**src/rtl/prober_pkg.sv**
```systemverilog
package prober_pkg;

  typedef enum logic [1:0] {
    SEL_W0,
    SEL_W1,
    SEL_TEST
  } addrSel_e;

  typedef enum logic [2:0] {
    DAT_PAT_A,
    DAT_PAT_B,
    DAT_INV,
    DAT_SAVE0,
    DAT_SAVE1
  } dataSel_e;

  typedef struct packed {
    addrSel_e aSel;
    dataSel_e dSel;
    logic     capSave0;
    logic     capSave1;
    logic     capTest;
    logic     capZero;
    logic     ofsInit;
    logic     ofsShift;
    logic     sizeClr;
    logic     sizeOfs;
    logic     sizeMax;
  } strobes_t;

  typedef struct packed {
    logic matchA;
    logic matchB;
    logic aliasHit;
    logic atMax;
    logic nextAtMax;
  } flags_t;

endpackage

```
**src/rtl/prober_ctrl.sv**
```systemverilog
module prober_ctrl
  import prober_pkg::*;
(
  input  logic     clk,
  input  logic     rstN,
  input  logic     start,
  input  logic     memReady,
  input  flags_t   flags,
  output strobes_t strobes,
  output logic     memValid,
  output logic     memWrite,
  output logic     done
);

  typedef enum logic [4:0] {
    ST_IDLE, ST_RD_S0, ST_RD_S1, ST_WR_A0, ST_WR_B1, ST_CHK_A,
    ST_WR_B0, ST_WR_A1, ST_CHK_B, ST_RD_T, ST_WR_INV, ST_RD_Z,
    ST_RD_T2, ST_RST0, ST_RST1, ST_FIN
  } state_e;

  state_e state, nextState;

  always_ff @(posedge clk or negedge rstN) begin
    if (!rstN) state <= ST_IDLE;
    else       state <= nextState;
  end

  always_comb begin
    strobes   = '0;
    memValid  = 1'b0;
    memWrite  = 1'b0;
    done      = 1'b0;
    nextState = state;
    case (state)
      ST_IDLE: begin
        if (start) begin
          strobes.sizeClr = 1'b1;
          strobes.ofsInit = 1'b1;
          nextState = ST_RD_S0;
        end
      end
      ST_RD_S0: begin
        memValid = 1'b1;
        strobes.aSel = SEL_W0;
        if (memReady) begin
          strobes.capSave0 = 1'b1;
          nextState = ST_RD_S1;
        end
      end
      ST_RD_S1: begin
        memValid = 1'b1;
        strobes.aSel = SEL_W1;
        if (memReady) begin
          strobes.capSave1 = 1'b1;
          nextState = ST_WR_A0;
        end
      end
      ST_WR_A0: begin
        memValid = 1'b1;
        memWrite = 1'b1;
        strobes.aSel = SEL_W0;
        strobes.dSel = DAT_PAT_A;
        if (memReady) nextState = ST_WR_B1;
      end
      ST_WR_B1: begin
        memValid = 1'b1;
        memWrite = 1'b1;
        strobes.aSel = SEL_W1;
        strobes.dSel = DAT_PAT_B;
        if (memReady) nextState = ST_CHK_A;
      end
      ST_CHK_A: begin
        memValid = 1'b1;
        strobes.aSel = SEL_W0;
        if (memReady) nextState = flags.matchA ? ST_WR_B0 : ST_RST0;
      end
      ST_WR_B0: begin
        memValid = 1'b1;
        memWrite = 1'b1;
        strobes.aSel = SEL_W0;
        strobes.dSel = DAT_PAT_B;
        if (memReady) nextState = ST_WR_A1;
      end
      ST_WR_A1: begin
        memValid = 1'b1;
        memWrite = 1'b1;
        strobes.aSel = SEL_W1;
        strobes.dSel = DAT_PAT_A;
        if (memReady) nextState = ST_CHK_B;
      end
      ST_CHK_B: begin
        memValid = 1'b1;
        strobes.aSel = SEL_W0;
        if (memReady) begin
          if (!flags.matchB) begin
            nextState = ST_RST0;
          end else if (flags.atMax) begin
            strobes.sizeMax = 1'b1;
            nextState = ST_RST0;
          end else begin
            nextState = ST_RD_T;
          end
        end
      end
      ST_RD_T: begin
        memValid = 1'b1;
        strobes.aSel = SEL_TEST;
        if (memReady) begin
          strobes.capTest = 1'b1;
          nextState = ST_WR_INV;
        end
      end
      ST_WR_INV: begin
        memValid = 1'b1;
        memWrite = 1'b1;
        strobes.aSel = SEL_W0;
        strobes.dSel = DAT_INV;
        if (memReady) nextState = ST_RD_Z;
      end
      ST_RD_Z: begin
        memValid = 1'b1;
        strobes.aSel = SEL_W0;
        if (memReady) begin
          strobes.capZero = 1'b1;
          nextState = ST_RD_T2;
        end
      end
      ST_RD_T2: begin
        memValid = 1'b1;
        strobes.aSel = SEL_TEST;
        if (memReady) begin
          if (flags.aliasHit) begin
            strobes.sizeOfs = 1'b1;
            nextState = ST_RST0;
          end else if (flags.nextAtMax) begin
            strobes.sizeMax = 1'b1;
            nextState = ST_RST0;
          end else begin
            strobes.ofsShift = 1'b1;
            nextState = ST_RD_T;
          end
        end
      end
      ST_RST0: begin
        memValid = 1'b1;
        memWrite = 1'b1;
        strobes.aSel = SEL_W0;
        strobes.dSel = DAT_SAVE0;
        if (memReady) nextState = ST_RST1;
      end
      ST_RST1: begin
        memValid = 1'b1;
        memWrite = 1'b1;
        strobes.aSel = SEL_W1;
        strobes.dSel = DAT_SAVE1;
        if (memReady) nextState = ST_FIN;
      end
      ST_FIN: begin
        done = 1'b1;
        nextState = ST_IDLE;
      end
      default: nextState = ST_IDLE;
    endcase
  end

endmodule

```
**src/rtl/prober_dpath.sv**
```systemverilog
module prober_dpath
  import prober_pkg::*;
#(
  parameter int ADDR_W = 16,
  parameter int DATA_W = 32
) (
  input  logic              clk,
  input  logic              rstN,
  input  strobes_t          strobes,
  input  logic [ADDR_W:0]   maxSize,
  input  logic [DATA_W-1:0] memRdata,
  output flags_t            flags,
  output logic [ADDR_W-1:0] memAddr,
  output logic [DATA_W-1:0] memWdata,
  output logic [ADDR_W:0]   sizeOut
);

  localparam int SIZE_W = ADDR_W + 1;
  localparam int WORD_BYTES = DATA_W / 8;
  localparam int REPS = DATA_W / 32;
  localparam logic [DATA_W-1:0] PAT_A = {REPS{32'h5555AAAA}};
  localparam logic [DATA_W-1:0] PAT_B = {REPS{32'hAAAA5555}};
  localparam logic [ADDR_W-1:0] W1_ADDR = ADDR_W'(WORD_BYTES);

  logic [DATA_W-1:0] save0, save1, testWord, zeroWord;
  logic [SIZE_W-1:0] ofs;
  logic [SIZE_W:0]   ofsNext;

  assign ofsNext = {ofs, 1'b0};

  always_ff @(posedge clk or negedge rstN) begin
    if (!rstN) begin
      save0    <= '0;
      save1    <= '0;
      testWord <= '0;
      zeroWord <= '0;
      ofs      <= '0;
      sizeOut  <= '0;
    end else begin
      if (strobes.capSave0) save0 <= memRdata;
      if (strobes.capSave1) save1 <= memRdata;
      if (strobes.capTest)  testWord <= memRdata;
      if (strobes.capZero)  zeroWord <= memRdata;
      if (strobes.ofsInit)       ofs <= SIZE_W'(WORD_BYTES);
      else if (strobes.ofsShift) ofs <= ofsNext[SIZE_W-1:0];
      if (strobes.sizeClr)      sizeOut <= '0;
      else if (strobes.sizeOfs) sizeOut <= ofs;
      else if (strobes.sizeMax) sizeOut <= maxSize;
    end
  end

  always_comb begin
    case (strobes.aSel)
      SEL_W0:   memAddr = '0;
      SEL_W1:   memAddr = W1_ADDR;
      SEL_TEST: memAddr = ofs[ADDR_W-1:0];
      default:  memAddr = '0;
    endcase
  end

  always_comb begin
    case (strobes.dSel)
      DAT_PAT_A: memWdata = PAT_A;
      DAT_PAT_B: memWdata = PAT_B;
      DAT_INV:   memWdata = ~testWord;
      DAT_SAVE0: memWdata = save0;
      DAT_SAVE1: memWdata = save1;
      default:   memWdata = '0;
    endcase
  end

  assign flags.matchA    = (memRdata == PAT_A);
  assign flags.matchB    = (memRdata == PAT_B);
  assign flags.aliasHit  = (memRdata == zeroWord);
  assign flags.atMax     = (ofs >= maxSize);
  assign flags.nextAtMax = (ofsNext >= {1'b0, maxSize});

endmodule

```
**src/rtl/mem_size_prober.sv**
```systemverilog
module mem_size_prober
  import prober_pkg::*;
#(
  parameter int ADDR_W = 16,
  parameter int DATA_W = 32
) (
  input  logic              clk,
  input  logic              rstN,
  input  logic              start,
  input  logic [ADDR_W:0]   maxSize,
  output logic              done,
  output logic [ADDR_W:0]   sizeOut,
  output logic              memValid,
  output logic              memWrite,
  output logic [ADDR_W-1:0] memAddr,
  output logic [DATA_W-1:0] memWdata,
  input  logic              memReady,
  input  logic [DATA_W-1:0] memRdata
);

  strobes_t strobes;
  flags_t   flags;

  prober_ctrl i_ctrl (
    .clk      (clk),
    .rstN     (rstN),
    .start    (start),
    .memReady (memReady),
    .flags    (flags),
    .strobes  (strobes),
    .memValid (memValid),
    .memWrite (memWrite),
    .done     (done)
  );

  prober_dpath #(.ADDR_W(ADDR_W), .DATA_W(DATA_W)) i_dpath (
    .clk      (clk),
    .rstN     (rstN),
    .strobes  (strobes),
    .maxSize  (maxSize),
    .memRdata (memRdata),
    .flags    (flags),
    .memAddr  (memAddr),
    .memWdata (memWdata),
    .sizeOut  (sizeOut)
  );

endmodule

```
**config.mk**
```make
export PLATFORM = sky130hd
export DESIGN_NAME = mem_size_prober
export DESIGN_NICKNAME = d
export VERILOG_FILES = /design/src/rtl/prober_pkg.sv /design/src/rtl/prober_ctrl.sv /design/src/rtl/prober_dpath.sv /design/src/rtl/mem_size_prober.sv
export SDC_FILE = /design/constraint.sdc
export NUM_CORES = 1
export LEC_CHECK = 0
export BUFFER_PORTS_ARGS = -buffer_cell sky130_fd_sc_hd__buf_2
export CAP_MARGIN = 20
export CELL_PAD_IN_SITES_DETAIL_PLACEMENT = 1
export CELL_PAD_IN_SITES_GLOBAL_PLACEMENT = 1
export CORE_MARGIN = 4
export CORE_UTILIZATION = 42
export DETAILED_ROUTE_END_ITERATION = 10
export PLACE_DENSITY_LB_ADDON = 0.1
export SLEW_MARGIN = 20
export SYNTH_ARGS = -nofsm -noshare
export SYNTH_HDL_FRONTEND = slang
export SYNTH_SLANG_ARGS = --single-unit
```
**constraint.sdc**
```tcl
create_clock -name clk -period 2.34 [get_ports clk]
set_input_delay 0.468 -clock clk [delete_from_list [all_inputs] [get_ports clk]]
set_output_delay 0.468 -clock clk [all_outputs]
set_load 0.05 [all_outputs]
```
# [Word-level counts from Yosys, hierarchy flattened]
# Cells that the tools add are included.
# W data, S select, Z words.
[op_classes] reduce_logical=10 mux=53 n_bitwise=1 n_eq_ne=39 n_lt_le_gt_ge=2
[op_table] operator="$pmux W32 S5" count=1
[op_table] operator="$mux W17" count=5
[op_table] operator="$mux W5" count=15
[op_table] operator="$pmux W5 S15" count=1
[op_table] operator="$eq A5 B4 Y1 const B" count=8
[op_table] operator="$eq A32 B31 Y1 const B" count=1
[op_table] operator="$eq A32 B32 Y1" count=1
[op_table] operator="$eq A32 B32 Y1 const B" count=1
[op_table] operator="$not A32 Y32" count=1
[op_table] operator="$pmux W16 S2" count=1
[op_table] operator="$ne A2 B2 Y1 const B" count=15
[op_table] operator="$mux W1" count=21
[op_table] operator="$eq A5 B3 Y1 const B" count=4
[op_table] operator="$ge A18 B17 Y1" count=1
[op_table] operator="$ge A17 B17 Y1" count=1
[op_table] operator="$reduce_and A15 Y1" count=1
[op_table] operator="$reduce_or A14 Y1" count=1
[op_table] operator="$mux W3" count=4
[op_table] operator="$pmux W3 S4" count=1
[op_table] operator="$eq A5 B2 Y1 const B" count=2
[op_table] operator="$reduce_or A7 Y1" count=1
[op_table] operator="$eq A3 B2 Y1 const B" count=2
[op_table] operator="$eq A5 B1 Y1 const B" count=1
[op_table] operator="$logic_not A5 Y1" count=1
[op_table] operator="13 further kinds" count=14
[totals] in_bits=53 register_bits=167 out_inout_bits=68 word_cells=112

# [Longest topological paths before layout]
# Gate-level depths: netlist of the first run.
[logic_depth] ltp_word=8 ltp_mapped=10 ltp_nobuf=8

# [Hierarchy]
# From an unflattened synthesis of the first run, not the netlist that was laid out.
[hier_totals] cells_unflattened=805 hier_area_um2=8824.7
[modules_own_cells] module="prober_dpath" instances=1 seq_area_each_um2=4003.8 cells_each=734 area_each_um2=8280.4
[modules_own_cells] module="prober_ctrl" instances=1 seq_area_each_um2=100.1 cells_each=71 area_each_um2=544.3

# [Worst setup path after synthesis of the first run]
# Ideal clock, no wire load.
[synth_timing] kind="register to output" start="register i_ctrl.state[3]" end="output port memAddr[2]" path_buffers=1 stages_incl_launch_ff=8 required_time_ns=1.872 t_arrival_ns=2.165 path_slack_ns=-0.293 cell_sequence="dfrtp_1 > clkbuf_1 > nand2b_1 > nor3b_1 > nor2_1 > o22a_1 > ha_1 > nor2_1"
[synth_via] elab_chain_len=5 elab_cells_between_ends=12 cone_classes="8 x eq/ne; 2 x mux; 2 x reduce/logical"
[synth_lines] item="start, declared" line_no="prober_ctrl.sv:21" source="state_e state, nextState;"
[synth_lines] item="start signal, assigned" line_no="prober_ctrl.sv:25" source="else state <= nextState;"
[synth_lines] item="$eq A5 B2 Y1, or another cell as far along" line_no="prober_ctrl.sv:34" source="case (state)"
[synth_lines] item="$reduce_or A4 Y1 (no line) / $reduce_or A2 Y1 (equally long branches)"
[synth_lines] item="$pmux W2 S2 *" line_no="prober_ctrl.sv:34"
[synth_lines] item="$eq A2 B2 Y1 / $eq A2 B1 Y1 (equally long branches)" line_no="prober_dpath.sv:53" source="case (strobes.aSel)"
[synth_lines] item="$pmux W16 S2 *" line_no="prober_dpath.sv:53"
[synth_lines] item="end, declared" line_no="mem_size_prober.sv:15" source="output logic [ADDR_W-1:0] memAddr,"
# Mark *: on every way between the ends. The rest lies on a longest branch, timed or not.

# [Worst setup path after layout of the first run]
[layout_timing] start="register i_ctrl.state[3]" end="output port memAddr[13]"
# The elaborated chain is that of the path after synthesis.

==> summary.txt, run 1 <==
Run status
  – Status: finished with violations
  – Failing checks: negative setup slack

Cells and area
  – Multi-input gate area: ~0.0052 sq mm
  – Fin cells: between 1000 and 1500
  – Final Core Density: 0.630
  – FF+latch area: between 0.004 and 0.005 sq mm
  – # fillers: 2117
  – Nets: between 1000 and 1500
  – Area grow syn2layout: 45.4%
  – Layout cells sized above 1: 0.575
  – N_diodes: 0

Power and ir drop
  – P_leak: between 5 and 6 nW
  – Combinational power share: 0.525
  – Power per cell area: between 1000 and 1500 mW/mm^2
  – Register share of total power: 0.306
  – Clock power share: 0.169
  – Switch share: 0.437
  – Int Pwr: 9.25 mW
  – P_sw: slightly above 7 mW
  – Maximum VDD drop: about 830 uV
  – Overall power: 16.5 mW

Yosys
  – Xor-xnor portion of the synthesized cell area: 0.0325
  – Cell taking the most area after synthesis: dfrtp_1
  – Largest family of logic cells by synthesized area: multiplexers
  – Number of distinct library cells after synthesis: 55
  – Post-synthesis mux area share: 0.168
  – Synth cell count leaders: dfrtp_1 (164), mux2_2 (129), nand2_1 (43)
  – Sequential-to-total area share from yosys stat: 0.461
  – Post-synthesis adder-cell area fraction: 0.0436
  – Yosys top cell area share: 0.461
  – Yosys warning count: 0
  – Top_reg_cell synth: dfrtp_1
  – Asr flop ratio synth: 1.00
  – Mapped Cells: roughly 780
  – Synth area leaders: dfrtp_1 (46%), mux2_2 (16%), ha_1 (4.4%)
  – Post-Syn Area per Cell: between 10 and 15 sq um
  – Synth Area in Compound Gates: 0.156
  – #FFs+latches synth: 164
  – Area of the mapped netlist: slightly below 0.009 sq mm
  – Simple-Gate Fraction of Synth Area: 0.0940
  – Most common cell in the netlist: dfrtp_1
  – Number of synthesized flops with an enable pin: 0

Die
  – Core area: between 0.02 and 0.025 sq mm
  – DIE AREA: around 0.024 sq mm
  – Die width: 154 um
  – I/O pins: 121
  – Initial core utilization: 0.433
  – # rows: between 50 and 60
  – Die height: roughly 150 um

Global route
  – Largest net degree at the start of global routing: around 60
  – All-Layer GR Usage: 0.278
  – Antenna violations before repair: 0
  – GR Overflow Total: 0
  – Vias in the first global route: 8771
  – First-pass GRT wire length: 51.1 mm

Drt
  – Detailed Route Iter0 Violations: ~480
  – DRT antenna net count: 0
  – Total number of vias: between 7000 and 8000
  – Remaining DRCs: 0
  – DRT Pass-1 Iters: 7
  – WL/cell: about 27 um
  – Vias/cell: 6.02
  – Total Routed Length: around 35 mm

Placed design
  – Placed cell count: roughly 1200
  – I/O Buffers: around 120
  – HPWL after DPL: 20.7 mm
  – GPL Wtd Cong: around 0.91

STA
  – Final min period: between 2000 and 3000 ps
  – Clock Skew: approximately 6.5 ps
  – # setup viols final: about 80
  – Tcrit/Tclk final: 1.14
  – Hold_ws: ~330 ps
  – Hold Violations, Final: 0
  – Rel. slew slack: 0.618
  – Max Clock Freq: roughly 0.38 GHz
  – Max-slew violations: 0
  – RSZ-0062 raised after global routing: yes
  – Slew of the pin with the lowest slew margin: between 500 and 600 ps
  – Setup ws final: -324 ps

Clock tree
  – Clock latency on the worst-skew pair: around 440 ps
  – Num CTS Buffers: 17
  – Clock Sinks: between 150 and 200
  – Clk root buf: clkbuf_16
  – CTS Buffer Depth: 2
  – H-tree Lvls: 4
  – CTS tree: done
  – Worst-path clk slew: roughly 70 ps

Worst setup path
  – Reg2Reg Depth: 10
  – Critical Path RT: ~1900 ps
  – Type of destination of the critical path: output pin
  – R2r startpoint: i_dpath.ofs[2]$_DFFE_PN0P_
  – Flop-to-flop setup slack: -260 ps
  – Crit start category: register
  – Critical Path Fanout Max: 13
  – RR Endpoint: i_dpath.sizeOut[16]$_DFFE_PN0P_
  – Worst EP arrival: roughly 2200 ps
  – Worst Setup Path Type: register to output pin

Worst hold path
  – Worst hold path cell count: 3
  – Hold Crit Start: maxSize[1]
  – Min-Delay Endpoint: i_dpath.sizeOut[1]$_DFFE_PN0P_
  – HP Class: primary input to register

Job
  – Max-cap violations: 0
placed cells by master, fill, tap and decap left out, types with 16 or more instances in the layout:
master,instances
buf_12,24
buf_4,142
mux2_2,129
nor4bb_1,16
ha_1,26
a21oi_2,23
buf_6,34
clkbuf_16,20
xnor2_1,32
buf_2,70
nand2_1,24
o211ai_1,38
dfrtp_1,162
inv_1,36
nand4_1,16
a21oi_1,17
a311oi_1,16
critical path, stage by stage (launching register included):
cell and delay [ps]:
dfrtp_1 420, nand2b_4 180, nor3b_4 200, nor2_2 50, o22a_1 240, ha_4 190
buf_12 140, and2_2 180, buf_6 150
flip-flops by register name (all words and copies together), names as in the netlist:
| name | count |
|---|---|
| i_dpath.sizeOut | 17 |
| i_dpath.testWord | 32 |
| i_dpath.save0 | 32 |
| i_dpath.save1 | 32 |
| i_ctrl.state | 4 |
| i_dpath.ofs | 15 |
| i_dpath.zeroWord | 32 |
power by group through the flow:
| stage | clock network [mW] | logic, mW | registers, mW |
|---|---|---|---|
| 2_1_floorplan | 0 | 4.46 | 5.01 |
| 3_3_place_gp | 0 | 6.54 | 4.79 |
| 3_5_place_dp | 0 | 6.76 | 4.92 |
| 4_1_cts | 2.79 | 7.94 | 4.94 |
| 5_1_grt | 2.94 | 9.08 | 5.17 |
| 6_report | 2.78 | 8.64 | 5.03 |
repair_timing:
action                                  in CTS  in global routing
endpoints found under the setup margin      79                 80
pin swaps                                   80                 65
hold endpoints to repair                     8                  0
gates cloned                                 8                  2
buffers inserted                            38                 15
hold buffers                                 1                  0
gates resized for setup                    188                 92
worst max-delay path by stage:
stage                                           start                         endpoint  slack (ps)  cells after the start
final                     i_ctrl.state[3]$_DFFE_PN0P_                      memAddr[13]        -320                      8
after global routing      i_ctrl.state[3]$_DFFE_PN0P_                      memAddr[13]        -370                      8
after CTS                 i_ctrl.state[2]$_DFFE_PN0P_                       memAddr[6]        -280                      8
after detailed placement                   maxSize[8]       i_dpath.ofs[6]$_DFFE_PN0P_        -390                     11
after global placement                     maxSize[8]       i_dpath.ofs[6]$_DFFE_PN0P_        -330                     11
after floorplan                            maxSize[3]  i_dpath.sizeOut[16]$_DFFE_PN0P_           1                      9
metal layers:
| metal | routed length [um] | GRT usage | vias up | share of wire |
|---|---|---|---|---|
| met5 | 0 | 0 | - | 0 |
| li1 | - | - | 3418 | - |
| met4 | 883 | 0.0669 | 0 | 0.025 |
| met1 | 14500 | 0.362 | 4146 | 0.41 |
| met2 | 17400 | 0.470 | 291 | 0.50 |
| met3 | 2250 | 0.0663 | 68 | 0.064 |
cells by family (layout without fill, tap and decap cells):
kind of cell / Yosys count / count (layout)
adder cells (fa/ha/maj): 31 / 31
flip-flops: 164 / 164
XOR/XNOR: 33 / 33
AO/OA/AOI/OAI: 183 / 183
AND/OR/NAND/NOR: 145 / 145
buffers and inverters: 93 / 356
other: 1 / 2
multiplexers: 133 / 133
stage by stage:
| stage | setup TNS [ps] | area (sq um) | worst slack [ps] |
|---|---|---|---|
| final | -17010 | 12900 | -324 |
| after global routing | -22250 | 12900 | -367 |
| after CTS | -14340 | 12600 | -282 |
| after detailed placement | -10260 | 10700 | -393 |
| after global placement | -7700 | 10700 | -328 |
| after floorplan | 0 | 9040 | 1.33 |
area by class of cell:
class                   count  area share
clock inverters            14      0.0103
inverters                  37      0.0109
clock buffers              18      0.0332
flip-flops and latches    164       0.317
multi-input cells         527       0.403
well taps                 270      0.0261
repair buffers            287       0.200
(Power assumes the default switching activity.)
==> inputs of run 2 (changes only) <==
ABC_AREA = 1   (was unset)
CORE_UTILIZATION = 38   (was 42)
==> run 2 against run 1 <==
The flow still finishes with violations (negative setup slack). Combinational power decreased by 13%. Final cell count is 20% higher. Sequential share of layout area up 4.2 points. Clock skew is 7.2 ps higher. Area after synthesis down 1.4%. Flip-flop and latch count did not move. Utilization down 13 points. Worst hold slack got worse by 41 ps. Global-route usage decreased by 5.3 points. Power is 6.3% lower. Final area fell by 12%. Sequential power is essentially flat. Critical endpoint is now memWdata[20].
==> summary.txt, run 2 <==
Worst hold path
  – HP Class: primary input to register

Global route
  – GR Overflow Total: 0 (unchanged)
  – All-Layer GR Usage: 0.225 (-0.0527)
  – Vias in the first global route: 8643 (-1.5%)
  – First-pass GRT wire length: 46.4 mm (-9.2%)
  – Largest net degree at the start of global routing: 65 (+10%)
  – Antenna violations before repair: 0 (unchanged)

Die
  – # rows: 55 (+5.8%)
  – Core area: 0.0227 sq mm (+10%)
  – DIE AREA: 0.0256 sq mm (+8.4%)
  – Die height: 160 um (+4.1%)
  – Initial core utilization: 0.386 (-0.0467)
  – Die width: 160 um (+4.1%)
  – I/O pins: 121 (unchanged)

Yosys
  – Sequential-to-total area share from yosys stat: 0.468 (+0.00677)
  – Cell taking the most area after synthesis: dfrtp_1
  – Area of the mapped netlist: 0.00877 sq mm (-1.4%)
  – Most common cell in the netlist: nand2_1
  – Synth area leaders: dfrtp_1 (47%), nand2_1 (17%), o21ai_0 (5.1%)
  – Yosys warning count: 0 (unchanged)
  – Number of synthesized flops with an enable pin: 0 (unchanged)
  – Synth cell count leaders: nand2_1 (388), dfrtp_1 (164), inv_1 (104)
  – Top_reg_cell synth: dfrtp_1
  – Asr flop ratio synth: 1.00 (unchanged)
  – Number of distinct library cells after synthesis: 35 (-36%)
  – Post-Syn Area per Cell: 7.68 sq um (-32%)
  – #FFs+latches synth: 164 (unchanged)
  – Yosys top cell area share: 0.468 (+0.00677)
  – Mapped Cells: 1142 (+46%)

Cells and area
  – Commonest non-fill, non-tap cells in the layout: nand2_1 (373), dfrtp_1 (162), o21ai_0 (90), inv_1 (85), nor2_1 (83)
  – N_diodes: 0 (unchanged)
  – Nets: 1365 (+22%)
  – Commonest non-fill, non-tap cell in the layout: nand2_1
  – Layout cells sized above 1: 0.246 (-0.329)
  – Final instance area: 0.0114 sq mm (-12%)
  – Area grow syn2layout: 30.2%
  – Final Core Density: 0.503 (-0.127)

STA
  – Max Clock Freq: 0.384 GHz (+2.2%)
  – Hold Violations, Final: 0 (unchanged)
  – Setup ws final: -267 ps (+56.5 ps)
  – Final min period: 2610 ps (-56.5 ps)
  – Tcrit/Tclk final: 1.11 (-0.0242)
  – RSZ-0062 raised after global routing: yes
  – Clock Skew: 13.7 ps (+7.22 ps)
  – # setup viols final: 47 (-41%)
  – Max-slew violations: 0 (unchanged)

Clock tree
  – Clk root buf: clkbuf_16
  – Num CTS Buffers: 17 (unchanged)
  – Worst-path clk slew: 70 ps (about the same)
  – CTS tree: done
  – Clock Sinks: 164 (unchanged)
  – Clock latency on the worst-skew pair: 440 ps (about the same)
  – CTS Buffer Depth: 2 (unchanged)
  – H-tree Lvls: 4 (unchanged)

Placed design
  – HPWL after DPL: 19.3 mm (-6.8%)
  – GPL Wtd Cong: 0.845 (-6.8%)
  – Area post-placement: 0.00997 sq mm (-7.0%)
  – I/O Buffers: 118 (unchanged)

Drt
  – DRT antenna net count: 0 (unchanged)
  – WL/cell: 17.8 um (-33%)
  – DRT Pass-1 Iters: 4 (-3)
  – Total number of vias: 8154 (+2.9%)
  – Vias/cell: 5.16 (-14%)
  – Total Routed Length: 28.1 mm (-20%)
  – Remaining DRCs: 0 (unchanged)
  – Detailed Route Iter0 Violations: 338 (-30%)

Worst setup path
  – Critical Path Fanout Max: 17 (+4)
  – Max incr delay on CP: 450 ps (+30 ps)
  – Worst EP arrival: 2140 ps (-60 ps)
  – Crit start category: register
  – Critical Path RT: 1870 ps (about the same)
  – Worst-path cell chain: inv_2 > nand2_1 > nor2_2 > clkinv_2 > buf_12 > o2111ai_1 > buf_4
  – Type of destination of the critical path: output pin
  – CP top delay family: buffers and inverters
  – Slowest stage cell on the critical path: dfrtp_2
  – Worst Setup Path Type: register to output pin
  – Bufs and invs on worst path: 4 (+2)

Power and ir drop
  – Power per cell area: 1350 mW/mm^2 (+6.2%)
  – P_leak: 5.78 nW (+0.82%)
  – Maximum VDD drop: 865 uV (+3.9%)

Job
  – Max-cap violations: 0 (unchanged)

Run status
  – Status: finished with violations
  – Failing checks: negative setup slack
[run 2: cell count changes in the layout (fill, tap and decap cells not counted), moves of 23 or more]
| cell | change |
|---|---|
| o211ai_1 | -38 |
| nand2_1 | +349 |
| a21oi_2 | -23 |
| nor2_1 | +73 |
| mux2_2 | -129 |
| a21oi_1 | +47 |
| inv_2 | +41 |
| inv_1 | +49 |
| o21ai_0 | +83 |
| buf_4 | -100 |
[run 2: path summary, 6_finish.rpt]
kind	startpoint	endpoint	slack (ps)	cells past startpoint
max	i_ctrl.state[2]$_DFFE_PN0P_	memWdata[20]	-270	7
min	memRdata[24]	i_dpath.zeroWord[24]$_DFFE_PN0P_	290	3
max reg2reg	i_dpath.ofs[14]$_DFFE_PN0P_	i_dpath.sizeOut[16]$_DFFE_PN0P_	190	11
min reg2reg	i_dpath.save0[27]$_DFFE_PN0P_	i_dpath.save0[27]$_DFFE_PN0P_	490	2
max in group asynchronous	rstN	i_dpath.save1[31]$_DFFE_PN0P_	1050	3
min in group asynchronous	rstN	i_dpath.ofs[12]$_DFFE_PN0P_	550	2
[run 2: cell families after synthesis]
logic type | after synthesis | share of synthesized area
AOI/OAI and AO/OA | 193 | 0.125
xor gates and xnor gates | 15 | 0.0150
adders and majority gates | 31 | 0.0442
buffers and inverters | 178 | 0.0811
DFF | 164 | 0.468
other | 1 | 0.000427
and+or+nand+nor | 560 | 0.267
[run 2: repair_timing]
| action | in CTS | in global routing |
|---|---|---|
| cloned | 1 | 0 |
| pin swaps | 11 | 3 |
| setup endpoints to repair | 48 | 48 |
| hold buffers | 1 | 0 |
| hold endpoints to repair | 29 | 0 |
| resized for setup | 171 | 33 |
| setup buffers | 9 | 1 |
[run 2: layout make-up]
| class | instances | area (sq um) |
|---|---|---|
| Fill cell | 2782 | 11300 |
| Multi-Input combinational cell | 801 | 4390 |
| Sequential cell | 164 | 4110 |
| Timing Repair Buffer | 168 | 1480 |
| Inverter | 129 | 490 |
| Clock buffer | 17 | 425 |
| Tap cell | 285 | 357 |
| Clock inverter | 15 | 169 |
[run 2: routing by layer]
| metal | vias up | wire length, um | track usage |
|---|---|---|---|
| met1 | 3982 | 12500 | 0.290 |
| li1 | 3967 | - | - |
| met5 | - | 0 | 0 |
| met3 | 41 | 903 | 0.0312 |
| met4 | 0 | 703 | 0.0731 |
| met2 | 164 | 14000 | 0.391 |
[run 2: worst min-delay path, stage by stage]
cell,delay [ps]
buf_2,100
nand2_1,50
o21ai_0,60
[run 2: power breakdown]
part	total [mW]	switching, mW	internal [mW]
logic	7.56	4.85	2.72
registers	5.01	0.890	4.11
clock network	2.84	1.32	1.52
[run 2: metrics by stage]
step	hold slack (ps)	cells	setup TNS (ps)	worst slack [ps]	power, mW
global route	299	1579	-14260	-350	16.5
CTS	275	1578	-8170	-225	15.4
finish	286	1579	-10390	-267	15.4
detailed placement	440	1535	0	19.0	11.4
global placement	443	1535	0	64.6	11.2
floorplan	172	1143	-1130	-37.7	9.32
